$ cat src/rtl/dmaarb_pkg.sv
// Shared constants and encodings for the two-channel DMA bus arbiter.
// Assumes exactly two channels; the CPU takes the grant index after them.
package dmaarb_pkg;
    localparam int NCH     = 2;
    localparam int SRC_W   = 2;
    localparam int SZ_W    = 2;
    localparam int GNT_W   = NCH + 1;
    localparam int CPU_IDX = NCH;

    typedef enum logic [SRC_W-1:0] {
        SRC_EXT  = 2'd0,
        SRC_AUTO = 2'd1,
        SRC_SER  = 2'd2,
        SRC_RSV  = 2'd3
    } src_e;

    typedef enum logic [SZ_W-1:0] {
        SZ_1  = 2'd0,
        SZ_2  = 2'd1,
        SZ_4  = 2'd2,
        SZ_16 = 2'd3
    } usize_e;

    typedef enum logic [1:0] {
        OWN_CH0 = 2'd0,
        OWN_CH1 = 2'd1,
        OWN_CPU = 2'd2
    } owner_e;
endpackage

$ cat src/rtl/dmaarb_cfg_check.sv
// Configuration legality check for one channel.
// Purely combinational; assumes configuration is quasi-static.
// A channel is usable (legal) only when enabled and free of every rule
// violation; err is raised only for an enabled channel.
module dmaarb_cfg_check
    import dmaarb_pkg::*;
(
    input  logic             en,
    input  logic             burst,
    input  logic             dual,
    input  logic [SRC_W-1:0] src,
    input  logic [SZ_W-1:0]  usize,
    output logic             legal,
    output logic             err
);
    logic bad_src;
    logic bad_mode;
    logic bad_size;
    logic bad_single;
    logic illegal;

    // Evaluate each legality rule and combine them.
    always_comb begin
        bad_src    = (src_e'(src) == SRC_RSV);
        bad_mode   = burst && (src_e'(src) == SRC_SER);
        bad_size   = !dual && (usize_e'(usize) == SZ_16);
        bad_single = !dual && (src_e'(src) != SRC_EXT);
        illegal    = bad_src || bad_mode || bad_size || bad_single;
        legal      = en && !illegal;
        err        = en && illegal;
    end
endmodule

$ cat src/rtl/dmaarb_req_src.sv
// Request source for one channel.
// Serial source: a falling edge on the active-low line latches one
// request, held until the channel finishes a granted unit. Other sources:
// the level request passes straight through. Assumes line_n is already
// synchronous to clk.
module dmaarb_req_src
    import dmaarb_pkg::*;
(
    input  logic clk,
    input  logic rst_n,
    input  logic legal,
    input  logic is_ser,
    input  logic lvl_req,
    input  logic line_n,
    input  logic own_done,
    output logic req
);
    logic line_q;
    logic pend_q;
    logic fall;

    // Sample the line; during reset track it so no false edge appears.
    always_ff @(posedge clk) begin
        line_q <= line_n;
    end

    assign fall = line_q && !line_n;

    // Latch one request per falling edge; clear on the granted unit's end.
    always_ff @(posedge clk) begin
        if (!rst_n) begin
            pend_q <= 1'b0;
        end else if (!legal || !is_ser) begin
            pend_q <= 1'b0;
        end else if (fall) begin
            pend_q <= 1'b1;
        end else if (own_done) begin
            pend_q <= 1'b0;
        end
    end

    // Select the request seen by the arbiter.
    always_comb begin
        req = legal && (is_ser ? pend_q : lvl_req);
    end

    // a latched serial request survives until its unit completes.
    p_pend_hold_r10: assert property (@(posedge clk) disable iff (!rst_n)
        (pend_q && legal && is_ser && !own_done) |=> pend_q);
endmodule

$ cat src/rtl/dmaarb_grant_ctl.sv
// Bus ownership state machine for two prioritised DMA channels and a CPU.
// Moves ownership only when the CPU owns the bus or the owning channel
// reports a finished unit. Tracks an open burst per channel so that an
// interrupted burst resumes and keeps the CPU off the bus.
// Assumes unit_done/xfer_done are asserted only by the owning channel.
module dmaarb_grant_ctl
    import dmaarb_pkg::*;
(
    input  logic             clk,
    input  logic             rst_n,
    input  logic [NCH-1:0]   req,
    input  logic [NCH-1:0]   burst,
    input  logic [NCH-1:0]   legal,
    input  logic [NCH-1:0]   unit_done,
    input  logic [NCH-1:0]   xfer_done,
    output logic [GNT_W-1:0] grant,
    output logic [NCH-1:0]   own_done
);
    owner_e         owner_q;
    owner_e         owner_d;
    logic [NCH-1:0] act_q;
    logic [NCH-1:0] act_keep;
    logic [NCH-1:0] act_d;
    logic [NCH-1:0] owns;

    // Fixed-priority choice used at a free boundary.
    function automatic owner_e pick(input logic r0, input logic w1);
        if (r0) begin
            return OWN_CH0;
        end else if (w1) begin
            return OWN_CH1;
        end
        return OWN_CPU;
    endfunction

    // Decode ownership and per-channel completions.
    always_comb begin
        owns[0]  = (owner_q == OWN_CH0);
        owns[1]  = (owner_q == OWN_CH1);
        own_done = owns & unit_done;
    end

    // Decide which open bursts survive this cycle.
    always_comb begin
        for (int c = 0; c < NCH; c++) begin
            act_keep[c] = act_q[c] && legal[c] && !(own_done[c] && xfer_done[c]);
        end
    end

    // Next-owner decision at unit boundaries.
    always_comb begin
        owner_d = owner_q;
        unique case (owner_q)
            OWN_CPU: owner_d = pick(req[0], req[1] || act_keep[1]);
            OWN_CH0: begin
                if (own_done[0]) begin
                    if (act_keep[0]) begin
                        owner_d = OWN_CH0;
                    end else if (!burst[0]) begin
                        owner_d = act_keep[1] ? OWN_CH1 : OWN_CPU;
                    end else begin
                        owner_d = pick(req[0], req[1] || act_keep[1]);
                    end
                end
            end
            OWN_CH1: begin
                if (own_done[1]) begin
                    if (req[0]) begin
                        owner_d = OWN_CH0;
                    end else if (act_keep[1]) begin
                        owner_d = OWN_CH1;
                    end else if (!burst[1]) begin
                        owner_d = OWN_CPU;
                    end else begin
                        owner_d = pick(1'b0, req[1]);
                    end
                end
            end
            default: owner_d = OWN_CPU;
        endcase
    end

    // Open a burst when a burst-mode channel is handed the bus.
    always_comb begin
        act_d[0] = act_keep[0] || (owner_d == OWN_CH0 && burst[0] && legal[0]);
        act_d[1] = act_keep[1] || (owner_d == OWN_CH1 && burst[1] && legal[1]);
    end

    // Ownership and burst-state registers.
    always_ff @(posedge clk) begin
        if (!rst_n) begin
            owner_q <= OWN_CPU;
            act_q   <= '0;
        end else begin
            owner_q <= owner_d;
            act_q   <= act_d;
        end
    end

    // Drive the one-hot grant from the registered owner.
    always_comb begin
        grant          = '0;
        grant[0]       = (owner_q == OWN_CH0);
        grant[1]       = (owner_q == OWN_CH1);
        grant[CPU_IDX] = (owner_q == OWN_CPU);
    end

    p_grant_onehot_r2: assert property (@(posedge clk) disable iff (!rst_n)
        $onehot(grant));

    p_hold_ch0_r3: assert property (@(posedge clk) disable iff (!rst_n)
        (grant[0] && !unit_done[0]) |=> grant[0]);

    p_hold_ch1_r3: assert property (@(posedge clk) disable iff (!rst_n)
        (grant[1] && !unit_done[1]) |=> grant[1]);

    p_preempt_r4: assert property (@(posedge clk) disable iff (!rst_n)
        (grant[1] && unit_done[1] && req[0]) |=> grant[0]);

    p_burst0_hold_r5: assert property (@(posedge clk) disable iff (!rst_n)
        (grant[0] && act_q[0] && legal[0] && unit_done[0] && !xfer_done[0]) |=> grant[0]);

    p_alternate_r6: assert property (@(posedge clk) disable iff (!rst_n)
        (grant[0] && unit_done[0] && !burst[0] && act_q[1] && legal[1]) |=> grant[1]);

    p_burst1_no_cpu_r7: assert property (@(posedge clk) disable iff (!rst_n)
        act_q[1] |-> !grant[CPU_IDX]);

    p_cs_return_r8: assert property (@(posedge clk) disable iff (!rst_n)
        (grant[0] && unit_done[0] && !burst[0] && !act_q[1]) |=> grant[CPU_IDX]);
endmodule

$ cat src/rtl/dmaarb_bus_arbiter.sv
// Top of the two-channel DMA bus arbiter.
// Per channel: a legality check and a request source, built by generate;
// one shared grant state machine picks the bus owner.
// Assumes all inputs are synchronous to clk.
module dmaarb_bus_arbiter
    import dmaarb_pkg::*;
(
    input  logic                 clk,
    input  logic                 rst_n,
    input  logic [NCH-1:0]       ch_en,
    input  logic [NCH-1:0]       ch_burst,
    input  logic [NCH-1:0]       ch_dual,
    input  logic [NCH*SRC_W-1:0] ch_src,
    input  logic [NCH*SZ_W-1:0]  ch_usize,
    input  logic [NCH-1:0]       lvl_req,
    input  logic [NCH-1:0]       ser_req_n,
    input  logic [NCH-1:0]       unit_done,
    input  logic [NCH-1:0]       xfer_done,
    output logic [GNT_W-1:0]     grant,
    output logic [NCH-1:0]       cfg_err
);
    logic [NCH-1:0] legal;
    logic [NCH-1:0] req;
    logic [NCH-1:0] own_done;

    for (genvar c = 0; c < NCH; c++) begin : g_ch
        logic is_ser;
        assign is_ser = (src_e'(ch_src[c*SRC_W +: SRC_W]) == SRC_SER);

        dmaarb_cfg_check u_cfg (
            .en    (ch_en[c]),
            .burst (ch_burst[c]),
            .dual  (ch_dual[c]),
            .src   (ch_src[c*SRC_W +: SRC_W]),
            .usize (ch_usize[c*SZ_W +: SZ_W]),
            .legal (legal[c]),
            .err   (cfg_err[c])
        );

        dmaarb_req_src u_req (
            .clk      (clk),
            .rst_n    (rst_n),
            .legal    (legal[c]),
            .is_ser   (is_ser),
            .lvl_req  (lvl_req[c]),
            .line_n   (ser_req_n[c]),
            .own_done (own_done[c]),
            .req      (req[c])
        );

        // a channel flagged illegal is never handed the bus.
        p_err_blocks_r9: assert property (@(posedge clk) disable iff (!rst_n)
            (cfg_err[c] && grant[CPU_IDX]) |=> !grant[c]);
    end

    dmaarb_grant_ctl u_ctl (
        .clk       (clk),
        .rst_n     (rst_n),
        .req       (req),
        .burst     (ch_burst),
        .legal     (legal),
        .unit_done (unit_done),
        .xfer_done (xfer_done),
        .grant     (grant),
        .own_done  (own_done)
    );
endmodule

$ cat config.mk
export PLATFORM = sky130hd
export DESIGN_NAME = dmaarb_bus_arbiter
export DESIGN_NICKNAME = d
export VERILOG_FILES = /design/src/rtl/dmaarb_pkg.sv /design/src/rtl/dmaarb_cfg_check.sv /design/src/rtl/dmaarb_req_src.sv /design/src/rtl/dmaarb_grant_ctl.sv /design/src/rtl/dmaarb_bus_arbiter.sv
export SDC_FILE = /design/constraint.sdc
export NUM_CORES = 1
export LEC_CHECK = 0
export BUFFER_PORTS_ARGS = -buffer_cell sky130_fd_sc_hd__clkbuf_2
export CORE_ASPECT_RATIO = 1.1
export CORE_MARGIN = 2
export CORE_UTILIZATION = 40
export DETAILED_ROUTE_END_ITERATION = 6
export PLACE_DENSITY = 0.72
export SYNTH_ARGS = -nofsm -noshare
export SYNTH_HDL_FRONTEND = slang
export SYNTH_SLANG_ARGS = --single-unit
export TNS_END_PERCENT = 100
$ cat constraint.sdc
create_clock -name clk -period 3.1 [get_ports clk]
set_input_delay 0.62 -clock clk [delete_from_list [all_inputs] [get_ports clk]]
set_output_delay 0.62 -clock clk [all_outputs]
set_load 0.01 [all_outputs]
# After elaboration in Yosys (flattened, before gate mapping)
# Index checks and enable logic that the tools add are counted.
op_classes:
  n_eq_ne: 9
  bitwise: 2
  muxes: 34
  reduce_logical: 55
op_table:
  columns: ["op", "count"]
  rows:
  - ["$mux W2", 14]
  - ["$logic_and A1 B1 Y1", 24]
  - ["$mux W1", 19]
  - ["$eq A2 B2 Y1 const B", 7]
  - ["$logic_not A1 Y1", 12]
  - ["$logic_or A1 B1 Y1", 11]
  - ["$reduce_bool A2 Y1", 4]
  - ["$pmux W2 S3", 1]
  - ["$eq A2 B1 Y1 const B", 2]
  - ["$logic_not A2 Y1", 2]
  - ["$reduce_or A2 Y1", 2]
  - ["$and A2 B2 Y2", 1]
  - ["$not A1 Y1", 1]
word_totals:
  input_bits: 24
  ff_bits: 8

# Logic depth before layout (Yosys ltp)
depth:
  depth_word: 25
  ltp_mapped: 6

# Modules after synthesis
# Synthesis repeated with hierarchy kept, for this count alone.
unflattened:
  hier_cells: 69
  hier_area_um2: 599.3
modules_own_cells:
  columns: ["module", "instances", "cells_per_inst", "seq_area_each_um2", "area_each_um2"]
  rows:
  - ["dmaarb_grant_ctl", 1, 37, 80.1, 311.5]
  - ["dmaarb_req_src", 2, 8, 40.0, 78.8]
  - ["dmaarb_cfg_check", 2, 7, 0.0, 51.3]
  - ["dmaarb_bus_arbiter", 1, 2, 0.0, 27.5]

# Worst setup path before layout
# OpenSTA, ideal clock, no wires.
synth_timing:
  path_type: "input port to flip-flop"
  start: "in ch_usize[2]"
  end: "reg u_ctl.owner_q[1]"
  arrival_ns: 1.787
  t_required_ns: 2.980
  setup_slack_ns: 1.193
  n_path_buf: 0
  stages: 6
  setup_ns: 0.120
  cell_sequence: "a211o_1 -> a2bb2oi_2 -> o22ai_1 -> a21boi_1 -> a311o_1 -> or2_1"
synth_via:
  elab_chain_len: 20
  elab_cells_between_ends: 35
  cone_classes: "eq/ne: 1; mux: 25; reduce/logical: 9"
synth_lines:
  columns: ["item", "line_no", "text"]
  rows:
  - ["start, declared", "dmaarb_bus_arbiter.sv:14", "input logic [NCH*SZ_W-1:0] ch_usize,"]
  - ["$eq A2 B2 Y1 *", "dmaarb_cfg_check.sv:26", "bad_size = !dual && (usize_e'(usize) == SZ_16);"]
  - ["$logic_and A1 B1 Y1 *", "dmaarb_cfg_check.sv:26", null]
  - ["$logic_or A1 B1 Y1 * (2 in a row)", "dmaarb_cfg_check.sv:28", "illegal = bad_src || bad_mode || bad_size || bad_single;"]
  - ["$logic_not A1 Y1 *", "dmaarb_cfg_check.sv:29", "legal = en && !illegal;"]
  - ["$logic_and A1 B1 Y1 *", "dmaarb_cfg_check.sv:29", null]
  - ["$logic_and A1 B1 Y1 (2 in a row)", "dmaarb_grant_ctl.sv:46", "act_keep[c] = act_q[c] && legal[c] && !(own_done[c] && xfer_done[c]);"]
  - ["$logic_or A1 B1 Y1", "dmaarb_grant_ctl.sv:54, dmaarb_grant_ctl.sv:62", null]
  - ["$mux W1", "dmaarb_grant_ctl.sv:30", "end else if (w1) begin"]
  - ["[... 2 more ...]", null, null]
  - ["$mux W1", "dmaarb_grant_ctl.sv:57", "if (act_keep[0]) begin"]
  - ["$mux W1", "dmaarb_grant_ctl.sv:56", "if (own_done[0]) begin"]
  - ["$mux W1", "dmaarb_grant_ctl.sv:53", "unique case (owner_q)"]
  - ["$mux W2", "dmaarb_grant_ctl.sv:33", "return OWN_CPU;"]
  - ["$mux W2", "dmaarb_grant_ctl.sv:59", "end else if (!burst[0]) begin"]
  - ["$mux W2", "dmaarb_grant_ctl.sv:57", null]
  - ["$mux W2", "dmaarb_grant_ctl.sv:56", null]
  - ["$pmux W2 S3 *", "dmaarb_grant_ctl.sv:53", null]
  - ["end signal, assigned", "dmaarb_grant_ctl.sv:95", "owner_q <= owner_d;"]
  - ["end, declared", "dmaarb_grant_ctl.sv:19", "owner_e owner_q;"]
# Every way passes the cells marked *; elsewhere a longest branch is shown, timed or not. The select of a mux whose other input is x is not followed.
# A chain may end at the register's enable or synchronous reset.

# Final worst setup path
layout_timing:
  start: "in ch_src[0]"
  end: "out cfg_err[0]"
layout_via:
  elab_chain_len: 6
  elab_cells_between_ends: 9
  cone_classes: "eq/ne: 2; reduce/logical: 7"
layout_lines:
  columns: ["item", "line_no", "text"]
  rows:
  - ["start, declared", "dmaarb_bus_arbiter.sv:13", "input logic [NCH*SRC_W-1:0] ch_src,"]
  - ["$eq A2 B2 Y1", "dmaarb_cfg_check.sv:25", "bad_mode = burst && (src_e'(src) == SRC_SER);"]
  - ["$logic_and A1 B1 Y1", "dmaarb_cfg_check.sv:25", null]
  - ["$logic_or A1 B1 Y1 (2 in a row)", "dmaarb_cfg_check.sv:28", null]
  - ["$logic_or A1 B1 Y1 *", "dmaarb_cfg_check.sv:28", null]
  - ["$logic_and A1 B1 Y1 *", "dmaarb_cfg_check.sv:30", "err = en && illegal;"]
  - ["end, declared", "dmaarb_bus_arbiter.sv:20", "output logic [NCH-1:0] cfg_err"]
# Every way passes the cells marked *; elsewhere a longest branch is shown, timed or not.

==> results.json <==
{
  "status": "completed",
  "grt_max_degree": 7,
  "grt_pass1_wl_um": 2590,
  "fin_area_sq_um": 837,
  "netlist_area_sq_um": 668,
  "core_area_sq_um": 1580,
  "fillers": 153,
  "yosysTopAreaCellShare_pct": 24.0,
  "cts_resized": 0,
  "crit_type": "input port to primary output",
  "rsz0062_at_grt": "false",
  "crit_required_ns": 2.48,
  "numCtsBuffers": 3,
  "crit_family": "compound AO/OA/AOI/OAI gates",
  "cts_buffer_depth": 2,
  "path_clk_slew_ns": 0.05,
  "postCtsSetupRepairBufs": 0,
  "fmax_mhz": 497,
  "setup_viol": 0,
  "ant_nets": 0,
  "synthArstFlopShare_pct": 0,
  "tightestPinTransition_ns": 0.391,
  "finalNonFillerCells": 131,
  "synth_commonest_cells": "14 x nand2_1, 8 x dfxtp_1, 7 x inv_1, 5 x a21oi_1, 5 x nor2_1",
  "h-tree-depth": 1,
  "antenna_found_initial": 0,
  "synth.most_common_cell": "nand2_1",
  "timing.critical_path.buf_inv": 2,
  "hp-class": "input port to flop",
  "grt_pass1_vias": 647,
  "die_area_sq_um": 2010,
  "place_congestion": 0.816,
  "worst_path_largest_cell_delay_ns": 0.26,
  "setup_ws_ns": 1.09,
  "power.leakage_nw": 0.386,
  "drc": 0,
  "num_antenna_cells": 0,
  "die_x_um": 43.0,
  "worstPathArrival_ns": 1.39,
  "routed_via_density": 5.45,
  "report.final.slew_viol_count": 0,
  "seq_area_sq_um": 160,
  "synth_area_leader_cell": "dfxtp_1",
  "r2r-end": "u_ctl.act_q[1]",
  "ctsRootBufferMaster": "clkbuf_4",
  "dpl.hpwl_um": 1360,
  "synth_area_leaders": "dfxtp_1 24%, nand2_1 7.9%, inv_1 3.9%",
  "syn_area_per_cell_sq_um": 7.86,
  "synth_ff_type": "dfxtp_1",
  "rows": 15,
  "p_per_area_nw_per_um2": 314,
  "max-cap-violations": 0,
  "synth.yosys.seq_area_share_pct": 24.0,
  "dpl-instance-area_sq_um": 815,
  "fp.dieH_um": 46.9,
  "pre_cts_ws_ns": 0.995,
  "syn2layout_area_growth_pct": 25.3,
  "start_kind": "input port",
  "clock_sinks": 8,
  "hold_viol": 0,
  "avgRoutedWirePerCell_um": 11.9,
  "ir_drop_v": 0.000199,
  "synth_edf_count": 0,
  "slowest_stage": "a21oi_1",
  "drive_gt1_share_pct": 36.8,
  "layout.nets": 140,
  "worstRegToRegCells": 6,
  "worst-path-stages": 5,
  "dp.cells": 128,
  "synth_cell_types": 40,
  "start_util_pct": 42.4,
  "fin_tns_setup_ns": 0,
  "multi_input_area_sq_um": 467,
  "drt-total-wl_um": 1550,
  "vias": 714,
  "layout_min_cycle_time_ns": 2.01,
  "track_usage_pct": 17.0,
  "dr.pass1.iters": 4,
  "syn_nets": 109,
  "portBuffers": 28,
  "crit_top_cell": "clkbuf_2",
  "finalCritPeriodShare_pct": 64.9,
  "ys_warn_count": 0,
  "worstSetupStartpoint": "ch_src[0]",
  "clk_latency_ns": 0.24,
  "io_pins": 29,
  "reg2reg_from": "u_ctl.owner_q[1]",
  "whs_ns": 0.491,
  "path_cells": "clkbuf_2 > a21oi_1 > nor2_1 > o211a_1 > clkbuf_2",
  "cts_tree": "built",
  "slew_headroom_pct": 74.0,
  "fin_worst_skew_ns": 0.00134,
  "syn_inst": 85,
  "r2r_slack_ns": 1.36,
  "grt-ovfl-total": 0,
  "ys_ff_latch": 8,
  "cts_hold_buf": 0,
  "endpoint_kind": "primary output",
  "drt_iter0_markers": 11,
  "cp_max_fo": 4,
  "crit_path_end": "cfg_err[0]"
}
[sequential cells by signal, summed over array words and instances, names as in the netlist]
name	count
g_ch.u_req.line_q	2
u_ctl.owner_q	2
g_ch.u_req.pend_q	2
u_ctl.act_q	2
[area by class of cell]
class,count,area share (%)
multi-input combinational,68,55.8
sequential,8,19.1
inverter,7,3.14
clock buffer,3,2.69
tap,17,2.54
timing repair buffer,28,16.7
[cells in the final DEF (no fill, tap or decap), types with 2 or more instances in the layout]
cell	n
nor3_1	3
and2_1	2
nor2b_1	2
nor2_1	5
o21ai_0	3
o211ai_1	2
clkbuf_4	3
nand3_1	3
clkbuf_2	28
a21oi_1	5
nand2_1	14
dfxtp_1	8
inv_1	7
o22ai_1	2
[how the worst min path moves through the flow]
stage	cells past startpoint	slack (ns)	endpoint	startpoint
global route	1	0.47	g_ch[1].u_req.line_q	ser_req_n[1]
CTS	1	0.48	g_ch[1].u_req.line_q	ser_req_n[1]
finish	1	0.49	g_ch[1].u_req.line_q	ser_req_n[1]
floorplan	2	0.46	u_ctl.act_q[0]	u_ctl.act_q[0]
global placement	2	0.49	u_ctl.act_q[0]	u_ctl.act_q[0]
detailed placement	2	0.49	u_ctl.act_q[0]	u_ctl.act_q[0]
[stage by stage]
stage               util [%]  power [W]
floorplan                  -   0.000160
CTS                     53.1   0.000268
finish                  53.1   0.000263
detailed placement      51.7   0.000190
global placement        51.7   0.000189
global route            53.1   0.000285
[kinds of logic (layout without fill, tap and decap cells)]
kind of cell,Yosys count,count (layout),synth area share [%]
multiplexers,2,2,3.74
AND/OR/NAND/NOR,39,39,31.8
flip-flops,8,8,24.0
buffers and inverters,9,38,6.18
AO/OA/AOI/OAI,27,27,34.3
[routing by layer]
metal / global-route usage (%) / up-vias / part of all wire (%) / wire length [um]
met1: 20.4 / 322 / 43 / 666
met4: 7.27 / 0 / 0.84 / 13
li1: - / 377 / - / -
met5: 0 / - / 0 / 0
met2: 30.3 / 13 / 53 / 819
met3: 3.46 / 2 / 3.5 / 54
[report_power, final]
part           switching (W)  internal, W
clock              0.0000305    0.0000440
sequential        0.00000251     0.000107
combinational      0.0000421    0.0000373
total              0.0000750     0.000188
Note: power is estimated with default switching activity, not from simulation.
